===== src/rtl/irq_seq_pkg.sv =====
// Package: shared sequencer state encoding and status-word field positions.
// Assumes a 16-bit status word with privilege at the top bit, priority at 10:8,
// and condition codes at 2:0.
package irq_seq_pkg;
    typedef enum logic [2:0] {
        ST_IDLE,
        ST_PUSH_PSR,
        ST_PUSH_PC,
        ST_VEC_RD,
        ST_POP_PC,
        ST_POP_PSR
    } seq_state_e;

    localparam int PRIO_LO = 8;
    localparam int CC_W    = 3;
endpackage


===== src/rtl/irq_psr_entry.sv =====
// Module: builds the status word installed on entry.
// Clears privilege (supervisor), installs the new priority and clears the
// condition codes. All other bits pass through unchanged. Purely combinational.
module irq_psr_entry
    import irq_seq_pkg::*;
#(
    parameter int DATA_W = 16,
    parameter int PRIO_W = 3
) (
    input  logic [DATA_W-1:0] psr_in,
    input  logic [PRIO_W-1:0] prio_in,
    output logic [DATA_W-1:0] psr_out
);
    localparam int PRIV_BIT = DATA_W - 1;

    // Field rewrite of the saved status word.
    always_comb begin
        psr_out                      = psr_in;
        psr_out[PRIV_BIT]            = 1'b0;
        psr_out[PRIO_LO +: PRIO_W]   = prio_in;
        psr_out[CC_W-1:0]            = '0;
    end
endmodule


===== src/rtl/irq_sp_shadow.sv =====
// Module: the two shadow stack-pointer registers (saved user, saved supervisor).
// Assumes the sequencer never writes both in the same cycle.
module irq_sp_shadow #(
    parameter int          DATA_W    = 16,
    parameter logic [15:0] SSP_RESET = 16'h3000
) (
    input  logic              clk,
    input  logic              rst_n,
    input  logic              usp_we,
    input  logic [DATA_W-1:0] usp_d,
    input  logic              ssp_we,
    input  logic [DATA_W-1:0] ssp_d,
    output logic [DATA_W-1:0] usp_q,
    output logic [DATA_W-1:0] ssp_q
);
    // Shadow register update.
    always_ff @(posedge clk) begin
        if (!rst_n) begin
            usp_q <= '0;
            ssp_q <= DATA_W'(SSP_RESET);
        end else begin
            if (usp_we) usp_q <= usp_d;
            if (ssp_we) ssp_q <= ssp_d;
        end
    end

    // an entry swap and a return swap never coincide.
    a_r2_swap_exclusive: assert property (@(posedge clk) disable iff (!rst_n)
        !(usp_we && ssp_we));
endmodule


===== src/rtl/irq_seq_ctrl.sv =====
// Module: state machine for entry (push PSR, push PC, vector fetch) and
// return (pop PC, pop PSR). Drives the memory port and the shadow writes.
// Assumes VEC_BASE is aligned to 2**VEC_W and that the memory returns
// read data together with mem_ack.
module irq_seq_ctrl
    import irq_seq_pkg::*;
#(
    parameter int          DATA_W   = 16,
    parameter int          VEC_W    = 8,
    parameter int          PRIO_W   = 3,
    parameter logic [15:0] VEC_BASE = 16'h0100
) (
    input  logic              clk,
    input  logic              rst_n,
    input  logic              ent_req,
    input  logic [VEC_W-1:0]  ent_vec,
    input  logic [PRIO_W-1:0] ent_prio,
    input  logic              rti_req,
    input  logic [DATA_W-1:0] cur_pc,
    input  logic [DATA_W-1:0] cur_psr,
    input  logic [DATA_W-1:0] cur_sp,
    output logic              mem_req,
    output logic              mem_we,
    output logic [DATA_W-1:0] mem_addr,
    output logic [DATA_W-1:0] mem_wdata,
    input  logic              mem_ack,
    input  logic [DATA_W-1:0] mem_rdata,
    input  logic [DATA_W-1:0] usp_q,
    input  logic [DATA_W-1:0] ssp_q,
    output logic              usp_we,
    output logic [DATA_W-1:0] usp_d,
    output logic              ssp_we,
    output logic [DATA_W-1:0] ssp_d,
    output logic [DATA_W-1:0] psr_lat,
    output logic [PRIO_W-1:0] prio_lat,
    input  logic [DATA_W-1:0] entry_psr,
    output logic [DATA_W-1:0] new_pc,
    output logic [DATA_W-1:0] new_psr,
    output logic [DATA_W-1:0] new_sp,
    output logic              done
);
    localparam int          PRIV_BIT = DATA_W - 1;
    localparam logic [DATA_W-1:0] VBASE = DATA_W'(VEC_BASE);

    seq_state_e        state;
    logic [DATA_W-1:0] pc_lat;
    logic [VEC_W-1:0]  vec_lat;
    logic [DATA_W-1:0] sp_w;
    logic              op_entry;
    logic [DATA_W-1:0] vec_addr;
    logic              user_entry;

    assign vec_addr   = VBASE + {{(DATA_W-VEC_W){1'b0}}, vec_lat};
    assign user_entry = (state == ST_IDLE) && ent_req && cur_psr[PRIV_BIT];

    // Shadow writes: save user SP on user entry, save supervisor SP on return to user.
    always_comb begin
        usp_we = user_entry;
        usp_d  = cur_sp;
        ssp_we = (state == ST_POP_PSR) && mem_ack && mem_rdata[PRIV_BIT];
        ssp_d  = sp_w + DATA_W'(1);
    end

    // Memory port drive per state.
    always_comb begin
        mem_req   = 1'b1;
        mem_we    = 1'b0;
        mem_addr  = sp_w;
        mem_wdata = psr_lat;
        case (state)
            ST_IDLE:     mem_req = 1'b0;
            ST_PUSH_PSR: mem_we  = 1'b1;
            ST_PUSH_PC: begin
                mem_we    = 1'b1;
                mem_wdata = pc_lat;
            end
            ST_VEC_RD:   mem_addr = vec_addr;
            default: ;
        endcase
    end

    // Sequencer state, latched context and result registers.
    always_ff @(posedge clk) begin
        if (!rst_n) begin
            state    <= ST_IDLE;
            pc_lat   <= '0;
            psr_lat  <= '0;
            vec_lat  <= '0;
            prio_lat <= '0;
            sp_w     <= '0;
            op_entry <= 1'b0;
            new_pc   <= '0;
            new_psr  <= '0;
            new_sp   <= '0;
            done     <= 1'b0;
        end else begin
            done <= 1'b0;
            case (state)
                ST_IDLE: begin
                    if (ent_req) begin
                        pc_lat   <= cur_pc;
                        psr_lat  <= cur_psr;
                        vec_lat  <= ent_vec;
                        prio_lat <= ent_prio;
                        sp_w     <= (cur_psr[PRIV_BIT] ? ssp_q : cur_sp) - DATA_W'(1);
                        op_entry <= 1'b1;
                        state    <= ST_PUSH_PSR;
                    end else if (rti_req) begin
                        sp_w     <= cur_sp;
                        op_entry <= 1'b0;
                        state    <= ST_POP_PC;
                    end
                end
                ST_PUSH_PSR: if (mem_ack) begin
                    sp_w  <= sp_w - DATA_W'(1);
                    state <= ST_PUSH_PC;
                end
                ST_PUSH_PC: if (mem_ack) state <= ST_VEC_RD;
                ST_VEC_RD: if (mem_ack) begin
                    new_pc  <= mem_rdata;
                    new_psr <= entry_psr;
                    new_sp  <= sp_w;
                    done    <= 1'b1;
                    state   <= ST_IDLE;
                end
                ST_POP_PC: if (mem_ack) begin
                    pc_lat <= mem_rdata;
                    sp_w   <= sp_w + DATA_W'(1);
                    state  <= ST_POP_PSR;
                end
                ST_POP_PSR: if (mem_ack) begin
                    new_pc  <= pc_lat;
                    new_psr <= mem_rdata;
                    new_sp  <= mem_rdata[PRIV_BIT] ? usp_q : sp_w + DATA_W'(1);
                    done    <= 1'b1;
                    state   <= ST_IDLE;
                end
                default: state <= ST_IDLE;
            endcase
        end
    end

    // a pending access holds its request and payload until acknowledged.
    a_r10_req_hold: assert property (@(posedge clk) disable iff (!rst_n)
        (mem_req && !mem_ack) |=> (mem_req && $stable(mem_we) && $stable(mem_addr)
                                   && $stable(mem_wdata)));

    // completion is a single-cycle pulse.
    a_r9_done_pulse: assert property (@(posedge clk) disable iff (!rst_n)
        done |=> !done);

    // an entry always completes in supervisor mode with clear condition codes.
    a_r5_entry_psr: assert property (@(posedge clk) disable iff (!rst_n)
        (done && op_entry) |-> (!new_psr[PRIV_BIT] && new_psr[CC_W-1:0] == '0));

    // the vector fetch stays inside the table window.
    a_r4_vec_window: assert property (@(posedge clk) disable iff (!rst_n)
        (mem_req && !mem_we && state == ST_VEC_RD)
            |-> (mem_addr[DATA_W-1:VEC_W] == VBASE[DATA_W-1:VEC_W]));

    // a return never writes memory.
    a_r7_pop_no_write: assert property (@(posedge clk) disable iff (!rst_n)
        (!op_entry && mem_req) |-> !mem_we);
endmodule


===== src/rtl/irq_ctx_seq.sv =====
// Module: top of the interrupt context switch sequencer. Connects the control
// state machine, the entry status-word formatter and the shadow stack pointers.
// Assumes single-cycle request strobes and a handshaked word-wide memory port.
module irq_ctx_seq #(
    parameter int          DATA_W    = 16,
    parameter int          VEC_W     = 8,
    parameter int          PRIO_W    = 3,
    parameter logic [15:0] VEC_BASE  = 16'h0100,
    parameter logic [15:0] SSP_RESET = 16'h3000
) (
    input  logic              clk,
    input  logic              rst_n,
    input  logic              ent_req,
    input  logic [VEC_W-1:0]  ent_vec,
    input  logic [PRIO_W-1:0] ent_prio,
    input  logic              rti_req,
    input  logic [DATA_W-1:0] cur_pc,
    input  logic [DATA_W-1:0] cur_psr,
    input  logic [DATA_W-1:0] cur_sp,
    output logic              mem_req,
    output logic              mem_we,
    output logic [DATA_W-1:0] mem_addr,
    output logic [DATA_W-1:0] mem_wdata,
    input  logic              mem_ack,
    input  logic [DATA_W-1:0] mem_rdata,
    output logic [DATA_W-1:0] new_pc,
    output logic [DATA_W-1:0] new_psr,
    output logic [DATA_W-1:0] new_sp,
    output logic              done
);
    logic              usp_we, ssp_we;
    logic [DATA_W-1:0] usp_d, ssp_d, usp_q, ssp_q;
    logic [DATA_W-1:0] psr_lat, entry_psr;
    logic [PRIO_W-1:0] prio_lat;

    irq_seq_ctrl #(
        .DATA_W(DATA_W), .VEC_W(VEC_W), .PRIO_W(PRIO_W), .VEC_BASE(VEC_BASE)
    ) u_ctrl (
        .clk(clk), .rst_n(rst_n),
        .ent_req(ent_req), .ent_vec(ent_vec), .ent_prio(ent_prio), .rti_req(rti_req),
        .cur_pc(cur_pc), .cur_psr(cur_psr), .cur_sp(cur_sp),
        .mem_req(mem_req), .mem_we(mem_we), .mem_addr(mem_addr), .mem_wdata(mem_wdata),
        .mem_ack(mem_ack), .mem_rdata(mem_rdata),
        .usp_q(usp_q), .ssp_q(ssp_q),
        .usp_we(usp_we), .usp_d(usp_d), .ssp_we(ssp_we), .ssp_d(ssp_d),
        .psr_lat(psr_lat), .prio_lat(prio_lat), .entry_psr(entry_psr),
        .new_pc(new_pc), .new_psr(new_psr), .new_sp(new_sp), .done(done)
    );

    irq_psr_entry #(.DATA_W(DATA_W), .PRIO_W(PRIO_W)) u_psr (
        .psr_in(psr_lat), .prio_in(prio_lat), .psr_out(entry_psr)
    );

    irq_sp_shadow #(.DATA_W(DATA_W), .SSP_RESET(SSP_RESET)) u_shadow (
        .clk(clk), .rst_n(rst_n),
        .usp_we(usp_we), .usp_d(usp_d), .ssp_we(ssp_we), .ssp_d(ssp_d),
        .usp_q(usp_q), .ssp_q(ssp_q)
    );
endmodule


===== config.mk =====
export PLATFORM = sky130hd
export DESIGN_NAME = irq_ctx_seq
export DESIGN_NICKNAME = d
export VERILOG_FILES = /design/src/rtl/irq_seq_pkg.sv /design/src/rtl/irq_psr_entry.sv /design/src/rtl/irq_sp_shadow.sv /design/src/rtl/irq_seq_ctrl.sv /design/src/rtl/irq_ctx_seq.sv
export SDC_FILE = /design/constraint.sdc
export NUM_CORES = 1
export LEC_CHECK = 0
export BUFFER_PORTS_ARGS = -buffer_cell sky130_fd_sc_hd__buf_2
export CORE_ASPECT_RATIO = 0.75
export CORE_MARGIN = 2
export CORE_UTILIZATION = 47
export CTS_CLUSTER_SIZE = 28
export DETAILED_ROUTE_END_ITERATION = 10
export PLACE_DENSITY = 0.7
export RECOVER_POWER = 100
export SLEW_MARGIN = 20
export SYNTH_ARGS = -nofsm -noshare
export SYNTH_HDL_FRONTEND = slang
export SYNTH_SLANG_ARGS = --single-unit

===== constraint.sdc =====
create_clock -name clk -period 6.9 [get_ports clk]
set_input_delay 1.035 -clock clk [delete_from_list [all_inputs] [get_ports clk]]
set_output_delay 1.035 -clock clk [all_outputs]
set_load 0.05 [all_outputs]

==> results of run 1 <==
## cell type report
| class | instances | area, um2 |
|---|---|---|
| clock buffer | 17 | 425 |
| clock inverter | 15 | 129 |
| fill | 1606 | 7090 |
| inverter | 9 | 35.0 |
| multi-input combinational | 774 | 4530 |
| sequential | 143 | 2860 |
| tap | 210 | 263 |
| timing repair buffer | 175 | 783 |
## cells by family after synthesis
logic type	Yosys count	synth area share, %
AOI/OAI and AO/OA	258	22.2
xor gates and xnor gates	27	3.12
adders and majority gates	3	0.481
buffers and inverters	105	5.46
DFF	143	36.7
muxes	43	6.15
and+or+nand+nor	443	25.9
## critical path, stage by stage
cell and delay (ns):
clkbuf_1 0.80, inv_1 0.56, or2_0 1.01, o21ai_2 0.22
clkbuf_1 1.04, o211ai_1 0.19, o21ai_0 0.13, nor2_1 0.06
## metrics by stage
| stage | hold slack, ns | util [%] | power [mW] |
|---|---|---|---|
| 2_1_floorplan | 0.431 | - | 1.52 |
| 3_3_place_gp | 0.439 | 53.5 | 1.70 |
| 3_5_place_dp | 0.445 | 53.5 | 1.71 |
| 4_1_cts | 0.455 | 56.9 | 2.58 |
| 5_1_grt | 0.478 | 56.0 | 2.68 |
| 6_report | 0.452 | 56.0 | 2.57 |
## final timing paths
check	start	to	slack, ns
min reg2reg	u_ctrl.psr_lat[9]	u_ctrl.psr_lat[9]	0.45
max reg2reg	u_ctrl.state[0]	u_ctrl.new_sp[5]	2.43
max	ent_req	u_ctrl.pc_lat[15]	1.98
min	u_ctrl.psr_lat[9]	u_ctrl.psr_lat[9]	0.45
## Yosys cell counts, types with 3 or more instances
cell	n
o221ai_1	9
a211oi_1	15
buf_2	13
nor4b_1	5
a221o_1	3
buf_1	10
or3_1	3
a21oi_1	79
o211ai_1	6
a211o_1	3
and2_1	11
nor2_1	111
nand3_1	30
o21ai_0	41
and3_1	4
nand2_1	199
nand4_1	3
nand3b_1	7
a22oi_1	9
xnor2_1	16
nor2b_1	7
inv_1	6
mux2i_1	12
xor2_1	10
clkbuf_1	70
ha_1	3
nor3b_2	3
a311oi_1	44
nand2b_1	6
o31ai_1	4
mux2_2	30
nor3b_1	6
nor3_1	20
o22ai_1	6
a31oi_1	11
a221oi_1	4
nor4_1	11
or2_2	3
dfxtp_1	143
## report_power, final
group	internal (mW)	total, mW	switching, mW
clock	0.473	0.879	0.407
sequential	0.892	1.00	0.108
combinational	0.225	0.695	0.470
## per-layer routing
layer | up-vias | share of wire [%]
met5 | - | 0
met4 | 0 | 1.9
met3 | 41 | 8.5
met2 | 382 | 44
met1 | 3762 | 46
li1 | 3850 | -
## flip-flops by register name, indices dropped and copies added, names as in the netlist
signal and cells:
u_ctrl.done 1, u_ctrl.new_pc 16, u_ctrl.new_psr 16, u_ctrl.new_sp 16, u_ctrl.pc_lat 16, u_ctrl.prio_lat 3, u_ctrl.psr_lat 16, u_ctrl.sp_w 16
u_ctrl.state 3, u_ctrl.vec_lat 8, u_shadow.ssp_q 16, u_shadow.usp_q 16
==> results_dict.tcl, run 1 <==
set metrics [dict create \
    run_status "finished with violations" \
    violations "capacitance limit, slew limit" \
    hold_path.class "reg -> reg" \
    portBuffers 162 \
    grt-busiest-layer "met2" \
    relSlewSlack_pct -187 \
    synthCells 1022 \
    fin_cells 1343 \
    cts_setup_buffers 0 \
    ant_nets 0 \
    avgSynthCellArea_um2 7.64 \
    die-width_um 153 \
    synth_top_cells_by_area "dfxtp_1 (37%), nand2_1 (9.6%), nor2_1 (5.3%)" \
    min_path_cells 2 \
    routed_via_density 5.98 \
    layout_common_cells "nand2_1 (199), dfxtp_1 (143), nor2_1 (110), buf_2 (86), clkbuf_1 (84)" \
    setup_tns_ns 0 \
    cts_max_path_buffers 2 \
    report.final.hold_viol_count 0 \
    setup_viol 0 \
    drt_iter0_drc 843 \
    p_leak_nw 3.23 \
    vdd_drop_max_uv 140 \
    grt_antenna_before_repair 0 \
    yosysUniqueCellTypes 73 \
    grt_pass1_wl_mm 39.1 \
    required_ns 7.05 \
    cp-start-kind "input port" \
    final_area_um2 9030 \
    tightest_slew_ns 4.31 \
    htree_num_levels 4 \
    ios 163 \
    crit_arrival_ns 5.07 \
    synth_top_cell_area_share_pct 36.7 \
    slew_viol_final 263 \
    synthArstFlopShare_pct 0 \
    ctsResizeCount 0 \
    rsz0062_at_grt "no" \
    grt_pass1_vias 7073 \
    synth_edf_count 0 \
    ys.flop_type "dfxtp_1" \
    dp_slack_ns 3.20 \
    synth_top_cell_by_area "dfxtp_1" \
    gr-usage-met2_pct 41.7 \
    maxCapViolCount 5 \
    placed_cells 1311 \
    wl_per_cell_um 18.7 \
    skew_ns 0.0115 \
    nets 1203 \
    remaining_drc_errors 0 \
    root_buffer "clkbuf_16" \
    diodes 0 \
    gp_congestion 0.874 \
    period_share_pct 71.4 \
    cts_hold_buf 0 \
    rr_worst_depth 5 \
    drive_above_1_share_pct 15.2 \
    cts_tree "built" \
    worstPathMaxFanout 32 \
    dpl_cell_area_um2 8620 \
    path_class "in -> reg" \
    clock.fmax_mhz 203 \
    clk_latency_ns 0.43 \
    p_per_area_nw_per_um2 285 \
    vias 8035 \
    routed_wl_mm 25.2 \
    first_pass_iters 5 \
    fp-row-count 40 \
    coreArea_um2 16100 \
    grt_util_met3_pct 5.91 \
    endpoint_kind "register" \
    cts_made_buffers 17 \
    ys_warn_count 0 \
    cts_sinks 143 \
    grt_max_degree 98 \
    fin_ws_ns 1.98 \
    use_met1_pct 40.3 \
    grt_overflow 0 \
    mostFrequentLayoutCell "nand2_1" \
    area_delta_synth_final_pct 15.6 \
    clkTransAtPathRegs_ns 0.07 \
    start_util_pct 48.5 \
    dieArea_um2 17700 \
    track_usage_pct 27.8 \
    yosysSeqAreaShare_pct 36.7 \
    min_period_ns 4.92 \
    ys_ff_latch 143 \
    die_h_um 116 \
    place_hpwl_mm 17.2 \
    syn-num-nets 1105 \
    netlist_area_um2 7810 \
]
Note: power is estimated with default switching activity, not from simulation.
==> run 2: changes to the inputs <==
ABC_AREA = 1   (was default)
PLACE_DENSITY = 0.73   (was 0.7)
clock period = 4.4 ns   (was 6.9 ns; I/O delays follow)
==> results_dict.tcl, run 2 <==
set metrics [dict create \
    run_status "finished with violations" \
    violations "capacitance limit, slew limit" \
    syn-num-nets 1280 \
    ys_ff_latch 143 \
    slowest_stage "clkinvlp_2" \
    p_per_area_nw_per_um2 679 \
    clkTransAtPathRegs_ns 0.06 \
    ys_warn_count 0 \
    die-width_um 152 \
    p_leak_nw 3.96 \
    period_share_pct 81.4 \
    cts_made_buffers 17 \
    nets 1393 \
    report.final.hold_viol_count 0 \
    diodes 0 \
    fp-row-count 40 \
    min_from "u_shadow.ssp_q[4]" \
    r2r-end "u_ctrl.sp_w[15]" \
    relSlewSlack_pct -28.9 \
    critical_path_buf_inv_count 3 \
    setup_viol 0 \
    netlist_area_um2 7770 \
    rsz0062_at_grt "no" \
    grt_antenna_before_repair 1 \
    final_area_um2 9020 \
    place_hpwl_mm 18.8 \
    min_period_ns 3.58 \
    track_usage_pct 29.9 \
    drt_iter0_drc 1123 \
    slew_viol_final 56 \
    fin_ws_ns 0.817 \
    coreArea_um2 16100 \
    r2r_start "u_ctrl.state[0]" \
    crit_chain "nor2_1 > nand2_2 > clkinvlp_2 > nor2_1 > o21ai_4 > nor2_8 > inv_2 > a21oi_1 > nand3_1 > nand2_1 > inv_1" \
    dp_slack_ns 1.47 \
    vdd_drop_max_uv 292 \
    first_pass_iters 7 \
    wl_per_cell_um 17.4 \
    tightest_slew_ns 1.93 \
    yosysUniqueCellTypes 40 \
    min_to "u_shadow.ssp_q[4]" \
    fin_cells 1532 \
    avgSynthCellArea_um2 6.49 \
    cts_setup_buffers 0 \
    layout_common_cells "nand2_1 (308), o21ai_0 (144), dfxtp_1 (143), nor2_1 (135), a21oi_1 (109)" \
    ios 163 \
    ys.flop_type "dfxtp_1" \
    yosysSeqAreaShare_pct 36.9 \
    final_core_util_pct 56.0 \
    cts_hold_buf 0 \
    grt_pass1_vias 7469 \
    synth_xor_area_share_pct 1.01 \
    yosysMostFrequentCell "nand2_1" \
    skew_ns 0.00832 \
    power.total_mw 6.12 \
    grt_pass1_wl_mm 41.5 \
    synth_fa_ha_area_share_pct 0.483 \
    setup_tns_ns 0 \
    dpl_cell_area_um2 8520 \
    cts_max_path_buffers 2 \
    timing.hold.ws_ns 0.449 \
    grt_max_degree 79 \
    cp_common_cell "nor2_1" \
    synthArstFlopShare_pct 0 \
    start_util_pct 48.2 \
    cts_tree "built" \
    synth_top_cell_area_share_pct 36.9 \
    gp_congestion 0.978 \
    worstPathMaxFanout 27 \
    cp-start-kind "register" \
    area_delta_synth_final_pct 16.1 \
    cts_sinks 143 \
    remaining_drc_errors 0 \
    portBuffers 162 \
    synth-compound-area-share_pct 22.9 \
    required_ns 4.73 \
    clk_latency_ns 0.43 \
    drive_above_1_share_pct 11.4 \
    root_buffer "clkbuf_16" \
    synthCells 1197 \
    ctsResizeCount 0 \
    synth_top_family_by_area "simple AND/OR/NAND/NOR gates" \
    routed_via_density 5.61 \
    synth_top_cell_by_area "dfxtp_1" \
    muxShareOfSynthArea_pct 0.145 \
    crit_cells 11 \
    fillers 1648 \
    synth-simple-area-share_pct 29.1 \
    dieArea_um2 17600 \
    die_h_um 115 \
    routed_wl_mm 26.7 \
    rr_worst_depth 11 \
    ff2ff_setup_slack_ns 0.82 \
    maxCapViolCount 1 \
    synth_common_cells "nand2_1 (307), dfxtp_1 (143), nor2_1 (132), a21oi_1 (109), o21ai_0 (109)" \
    crit_family "simple AND/OR/NAND/NOR gates" \
    vias 8592 \
    grt_overflow 0 \
    crit_arrival_ns 3.91 \
    min_path_cells 2 \
    hold_path.class "reg -> reg" \
    ant_nets 0 \
    placed_cells 1501 \
    path_class "reg -> reg" \
    synth_top_cells_by_area "dfxtp_1 (37%), nand2_1 (15%), a21oi_1 (7.0%)" \
    endpoint_kind "register" \
    mostFrequentLayoutCell "nand2_1" \
    max_stage_delay_ns 0.88 \
    htree_num_levels 4 \
    synth_edf_count 0 \
    clock.fmax_mhz 279 \
]
==> run 2: changes by cell type after synthesis, sizes merged, moves of 30 or more <==
cell | before | now
o21ai | 43 | 167
nand2 | 200 | 310
inv | 7 | 90
a311oi | 44 | 0
a31oi | 11 | 49
nand3 | 30 | 67
nor2 | 111 | 146
a21oi | 79 | 109
==> run 2: worst max path at each step <==
stage	start	endpoint	slack, ns
2_1_floorplan	u_ctrl.state[1]	mem_addr[0]	1.80
3_3_place_gp	ent_req	u_shadow.usp_q[5]	1.58
3_5_place_dp	ent_req	u_shadow.usp_q[5]	1.47
4_1_cts	u_ctrl.state[0]	mem_we	1.39
5_1_grt	u_ctrl.state[1]	mem_wdata[11]	0.64
6_report	u_ctrl.state[0]	u_ctrl.sp_w[15]	0.82
==> run 2: kinds of logic (layout without fill, tap and decap cells) <==
logic type | count (synthesis) | in the layout
compound gates | 335 | 335
buf+inv | 168 | 293
mux | 1 | 1
simple gates | 538 | 538
xor+xnor | 9 | 9
fa+ha+maj | 3 | 3
flops | 143 | 143
==> run 2: cell type report <==
class,count,area [um2],area share [%]
Clock buffer,23,468,5.19
Clock inverter,8,154,1.71
Inverter,91,345,3.83
Multi-Input combinational cell,886,4150,46.0
Sequential cell,143,2860,31.7
Tap cell,210,263,2.91
Timing Repair Buffer,171,779,8.64
==> run 2: layer usage <==
layer,part of all wire [%],up-vias,GRT usage [%]
li1,-,4178,-
met4,1.1,2,6.17
met3,12,29,9.39
met5,0.049,-,0
met2,40,448,40.2
met1,47,3935,46.0
==> run 2: power breakdown <==
group          internal [mW]  total (mW)  leakage [nW]  switching, mW
clock network          0.981        1.55         0.298          0.567
logic                  0.614        2.67          2.50           2.05
registers               1.59        1.91          1.17          0.316
==> run 2: worst reg2reg max path, cell delays in order (launching register included) <==
cell and delay (ns):
dfxtp_1 0.49, nor2_1 0.14, nand2_2 0.10, clkinvlp_2 0.88
nor2_1 0.82, o21ai_4 0.14, nor2_8 0.34, inv_2 0.15
a21oi_1 0.19, nand3_1 0.12, nand2_1 0.07, inv_1 0.04
